`config.mk`:
```
export PLATFORM = sky130hd
export DESIGN_NAME = bus_arbiter
export DESIGN_NICKNAME = d
export VERILOG_FILES = /design/src/rtl/arb_pkg.sv /design/src/rtl/arb_sync.sv /design/src/rtl/arb_release_flag.sv /design/src/rtl/arb_fsm.sv /design/src/rtl/bus_arbiter.sv
export SDC_FILE = /design/constraint.sdc
export NUM_CORES = 1
export LEC_CHECK = 0
export ABC_CLOCK_PERIOD_IN_PS = 4000
export CORE_AREA = 2 2 39 41
export CTS_BUF_LIST = sky130_fd_sc_hd__clkbuf_4 sky130_fd_sc_hd__clkbuf_8 sky130_fd_sc_hd__clkbuf_16
export DETAILED_ROUTE_END_ITERATION = 16
export DIE_AREA = 0 0 41 43
export DONT_BUFFER_PORTS = 1
export HOLD_SLACK_MARGIN = 0.03
export SETUP_SLACK_MARGIN = 0.02
export SYNTH_ARGS = -nofsm -noshare
export SYNTH_HDL_FRONTEND = slang
export SYNTH_HIERARCHICAL = 1
export SYNTH_SLANG_ARGS = --single-unit
```
`constraint.sdc`:
```
create_clock -name clk -period 4 [get_ports clk]
set_clock_uncertainty 0.05 [all_clocks]
set_input_delay 0.4 -clock clk [delete_from_list [all_inputs] [get_ports clk]]
set_output_delay 0.4 -clock clk [all_outputs]
set_load 0.1 [all_outputs]
```
`src/rtl/arb_pkg.sv`:
```
package arb_pkg;
    typedef enum logic [2:0] {
        ST_IDLE,
        ST_ARB,
        ST_HOLD,
        ST_DMA,
        ST_RFSH
    } arb_state_e;
endpackage

```
`src/rtl/arb_sync.sv`:
```
module arb_sync #(
    parameter int WIDTH  = 2,
    parameter int STAGES = 2
) (
    input  logic             clk,
    input  logic             rst_n,
    input  logic [WIDTH-1:0] d_i,
    output logic [WIDTH-1:0] q_o
);
    logic [WIDTH-1:0] chain [STAGES];

    always_ff @(posedge clk or negedge rst_n) begin
        if (!rst_n) chain[0] <= '0;
        else        chain[0] <= d_i;
    end

    for (genvar s = 1; s < STAGES; s++) begin : g_stage
        always_ff @(posedge clk or negedge rst_n) begin
            if (!rst_n) chain[s] <= '0;
            else        chain[s] <= chain[s-1];
        end
    end

    assign q_o = chain[STAGES-1];
endmodule

```
`src/rtl/arb_release_flag.sv`:
```
module arb_release_flag (
    input  logic clk,
    input  logic rst_n,
    input  logic req_s_i,
    input  logic withdraw_i,
    output logic eligible_o
);
    logic locked_q;

    always_ff @(posedge clk or negedge rst_n) begin
        if (!rst_n)                     locked_q <= 1'b0;
        else if (withdraw_i && req_s_i) locked_q <= 1'b1;
        else if (!req_s_i)              locked_q <= 1'b0;
    end

    assign eligible_o = req_s_i && !locked_q;
endmodule

```
`src/rtl/arb_fsm.sv`:
```
module arb_fsm
    import arb_pkg::*;
(
    input  logic clk,
    input  logic rst_n,
    input  logic hold_ok_i,
    input  logic dma_ok_i,
    input  logic rfsh_req_i,
    input  logic core_ack_i,
    output logic wd_hold_o,
    output logic wd_dma_o,
    output logic hold_gnt_o,
    output logic dma_gnt_o,
    output logic rfsh_gnt_o,
    output logic core_req_o
);
    arb_state_e state_q, state_d;
    logic       any_req;

    assign any_req = rfsh_req_i || dma_ok_i || hold_ok_i;

    always_ff @(posedge clk or negedge rst_n) begin
        if (!rst_n) state_q <= ST_IDLE;
        else        state_q <= state_d;
    end

    always_comb begin
        state_d   = state_q;
        wd_hold_o = 1'b0;
        wd_dma_o  = 1'b0;
        unique case (state_q)
            ST_IDLE: if (any_req) state_d = ST_ARB;
            ST_ARB: begin
                if (!any_req)        state_d = ST_IDLE;
                else if (core_ack_i) begin
                    if (rfsh_req_i)    state_d = ST_RFSH;
                    else if (dma_ok_i) state_d = ST_DMA;
                    else               state_d = ST_HOLD;
                end
            end
            ST_HOLD: begin
                if (!hold_ok_i) state_d = ST_ARB;
                else if (rfsh_req_i) begin
                    state_d   = ST_ARB;
                    wd_hold_o = 1'b1;
                end
            end
            ST_DMA: begin
                if (!dma_ok_i) state_d = ST_ARB;
                else if (rfsh_req_i) begin
                    state_d  = ST_ARB;
                    wd_dma_o = 1'b1;
                end
            end
            ST_RFSH: if (!rfsh_req_i) state_d = ST_ARB;
            default: state_d = ST_IDLE;
        endcase
    end

    always_comb begin
        hold_gnt_o = (state_q == ST_HOLD);
        dma_gnt_o  = (state_q == ST_DMA);
        rfsh_gnt_o = (state_q == ST_RFSH);
        core_req_o = (state_q != ST_IDLE);
    end
endmodule

```
`src/rtl/bus_arbiter.sv`:
```
module bus_arbiter #(
    parameter int SYNC_STAGES = 2
) (
    input  logic clk,
    input  logic rst_n,
    input  logic ext_hold_i,
    output logic ext_hold_gnt_o,
    input  logic cas_req_i,
    output logic cas_ack_n_o,
    input  logic rfsh_req_i,
    output logic rfsh_gnt_o,
    output logic core_hold_req_o,
    input  logic core_hold_ack_i
);
    localparam int NUM_EXT = 2;
    localparam int IDX_HOLD = 0;
    localparam int IDX_DMA  = 1;

    logic [NUM_EXT-1:0] raw_req, sync_req, eligible, withdraw;
    logic               dma_gnt;

    assign raw_req[IDX_HOLD] = ext_hold_i;
    assign raw_req[IDX_DMA]  = cas_req_i;

    arb_sync #(.WIDTH(NUM_EXT), .STAGES(SYNC_STAGES)) u_sync (
        .clk   (clk),
        .rst_n (rst_n),
        .d_i   (raw_req),
        .q_o   (sync_req)
    );

    for (genvar i = 0; i < NUM_EXT; i++) begin : g_lock
        arb_release_flag u_flag (
            .clk        (clk),
            .rst_n      (rst_n),
            .req_s_i    (sync_req[i]),
            .withdraw_i (withdraw[i]),
            .eligible_o (eligible[i])
        );
    end

    arb_fsm u_fsm (
        .clk        (clk),
        .rst_n      (rst_n),
        .hold_ok_i  (eligible[IDX_HOLD]),
        .dma_ok_i   (eligible[IDX_DMA]),
        .rfsh_req_i (rfsh_req_i),
        .core_ack_i (core_hold_ack_i),
        .wd_hold_o  (withdraw[IDX_HOLD]),
        .wd_dma_o   (withdraw[IDX_DMA]),
        .hold_gnt_o (ext_hold_gnt_o),
        .dma_gnt_o  (dma_gnt),
        .rfsh_gnt_o (rfsh_gnt_o),
        .core_req_o (core_hold_req_o)
    );

    assign cas_ack_n_o = !dma_gnt;
endmodule

```
==> key figures <==
Run status
  • Status: finished clean

Clocking
  • Post-cts sizing count: 0
  • Inserted Clock Buffers: 3
  • Num Clock Sinks: 9
  • Worst-skew pair later-pin latency: 0.25 ns
  • Max clock buf depth: 2
  • CTS Hold Bufs: 1
  • Clock Pin Slew Worst Setup and Hold Paths: 0.06 ns
  • H-tree depth: 1
  • Clock Tree Root: clkbuf_4
  • Postcts setup bufs: 0
  • CTS tree: done

Layout
  • Post-route insts no fill: just over 60
  • Final net count: 52
  • Area Growth Syn to Fin: 20.7%
  • Share of cells above drive strength 1: 0.244
  • Inserted Diodes: 0
  • Post-Layout Inst Area: 526 um2

Detailed routing
  • Top routing layer used: met3
  • DR pass1 iterations: 2
  • Met3 wire len: 23 um
  • Residual DRC: 0
  • Post-route ant nets: 0
  • Via count: 300
  • Post-Route WL: 646 um
  • Wire length on met2: 341 um
  • Average wire per standard cell: 10.6 um
  • Initial detailed-routing violation count: 1
  • M1 WL: 280 um
  • Vias per cell: a little under 5

Floorplanning
  • Starting Density: 0.315
  • Row count: 14
  • Core area: 1380 um2
  • Die W: 41 um
  • Io pins: 10
  • Vert. Die Dim: 43 um
  • Die area: 1760 um2

Synth
  • Mapped Area: 435 um2
  • #FFs+latches synth: 9
  • Yosys warning count: 6
  • Register area share after synthesis: 0.517
  • Top cells by area, synth: dfrtp_1 52%, nor2b_1 7.2%, buf_4 5.2%
  • Post-synth EDFFs: 0
  • Cell taking the most area after synthesis: dfrtp_1
  • Share of the synthesized area in the top cell type: 0.517
  • Yosys cell types: 22
  • Fraction of registers with async set/reset: 1.00
  • Mapped Avg Cell Area: 10.4 um2
  • Mapped Nets: 48
  • Main synth FF type: dfrtp_1
  • Cells after Synth: 42

Setup path
  • Worst reg2reg path depth: 4
  • CP Class: reg2out
  • Worst Path Arrival: 1.65 ns
  • Required @ worst endpoint: 3.55 ns
  • Critical path fanouts, max: 8
  • CP Capture Type: output port
  • Startpoint types: register

STA
  • Final setup TNS: 0 ns
  • Worst Tran Pin Value: 0.820 ns
  • Hold Vio Cnt, Final: 0
  • Max_slew headroom: 0.453
  • Minimum clock period: 2.10 ns
  • Slew Limit Fails: 0
  • Fmax: about 0.48 GHz
  • RSZ-0062 raised after global routing: false
  • Final setup fails: 0
  • Fin crit share: 0.525

Place
  • Area post-placement: between 400 and 500 um2
  • GPL Wtd Cong: 0.689
  • Dpl hpwl: 526 um
  • Port Buffers: 0
  • Cells after DPL: 56

Hold path
  • Worst Hold Depth: 0
  • Worst hold path class: in2reg

Power and ir drop
  • Seq pwr share: 0.390
  • Net Sw Frac: 0.453
  • Maximum vdd drop: roughly 210 uV
  • Power Density: 615 nW/um2
  • Int Power: 177 uW
  • Static Leakage: 0.000230 uW
  • Comb pwr share: 0.406
  • Clock power frac: 0.204
  • Switching pwr: between 100 and 150 uW

Global routing
  • Grt ovf: 0
  • Maximum number of pins on one net before global-route repair: 12
  • All-layer global routing usage: 0.0908
  • Vias in the first global route: roughly 260
  • Initial antenna violation count: 0
  • First-pass GRT wire length: roughly 1000 um

Run
  • Max-capacitance violation count: 0
-- cells in the mapped netlist (2+ instances only) --
| cell | number |
|---|---|
| and3_1 | 2 |
| inv_1 | 2 |
| nor2b_1 | 5 |
| buf_4 | 3 |
| o21a_1 | 2 |
| nand2_1 | 2 |
| nor3_1 | 2 |
| o21ai_0 | 2 |
| dfrtp_1 | 9 |
-- worst max-delay path, stage by stage (launching register included) --
cell	delay (ns)
dfrtp_1	0.46
nor2b_1	0.17
and2_1	0.17
inv_1	0.60
-- cells in the final DEF, fill, tap and decap left out, drive strengths merged --
cell,instances
dfrtp,9
nor2b,5
clkbuf,5
inv,3
o21a,2
and3,2
o21ai,2
nand2,2
nor3,2
clkinv,1
dlygate4sd3,1
and2,1
nor3b,1
or3,1
o211a,1
nor2,1
o311ai,1
o31ai,1
mux2,1
o211ai,1
nand4,1
a311oi,1
-- flip-flops by register name, indices dropped and copies added, names as in the netlist --
signal	count
u_sync/q_o	2
u_sync/chain	2
u_fsm/state_q	3
g_lock.u_flag/locked_q	2
-- power groups by stage --
stage | clock, uW | combinational (uW) | sequential (uW)
2_1_floorplan | 0 | 128 | 111
3_3_place_gp | 0 | 130 | 127
3_5_place_dp | 0 | 130 | 128
4_1_cts | 70.5 | 133 | 126
5_1_grt | 78.6 | 138 | 129
6_report | 65.9 | 131 | 126
-- layer usage --
| layer | GRT usage | vias to the layer above |
|---|---|---|
| met5 | 0 | - |
| met4 | 0.0600 | 0 |
| met3 | 0.0314 | 0 |
| met2 | 0.131 | 5 |
| met1 | 0.108 | 142 |
| li1 | - | 153 |
-- worst paths after layout --
path | from | to | slack (ns)
worst min register to register | u_sync/chain[3]$_DFF_PN0_ | u_sync/q_o[1]$_DFF_PN0_ | 0.30
worst max-delay path | u_fsm/state_q[1]$_DFFE_PN0P_ | cas_ack_n_o | 1.90
max in group asynchronous | rst_n | u_fsm/state_q[0]$_DFFE_PN0P_ | 3.18
min in group asynchronous | rst_n | u_sync/chain[3]$_DFF_PN0_ | 0.45
worst max register to register | u_sync/q_o[0]$_DFF_PN0_ | u_fsm/state_q[0]$_DFFE_PN0P_ | 2.62
worst min-delay path | ext_hold_i | u_sync/chain[2]$_DFF_PN0_ | 0.12
-- cell families (layout without fill, tap and decap cells) --
kind of cell | Yosys count | after routing | share of synthesized area
buf+inv | 7 | 10 | 0.0891
simple gates | 16 | 16 | 0.213
compound gates | 9 | 9 | 0.155
mux | 1 | 1 | 0.0259
flops | 9 | 9 | 0.517
-- final cells by class --
class                      instances  area (um2)
clock inverter                     1        5.00
timing repair buffer               3        60.1
sequential                         9         225
tap                               16        20.0
inverter                           3        11.3
clock buffer                       3        22.5
multi-input combinational         26         181
fill                             147         858
-- through the flow --
step	setup WS (ns)	hold WS, ns	util	power, uW
after floorplan	0.838	0.0544	-	239
after global placement	2.18	0.0546	0.353	257
after detailed placement	2.17	0.0546	0.353	258
after CTS	1.89	0.107	0.380	329
after global routing	1.82	0.0885	0.380	346
final	1.90	0.121	0.380	323
Note: power is estimated with default switching activity, not from simulation.
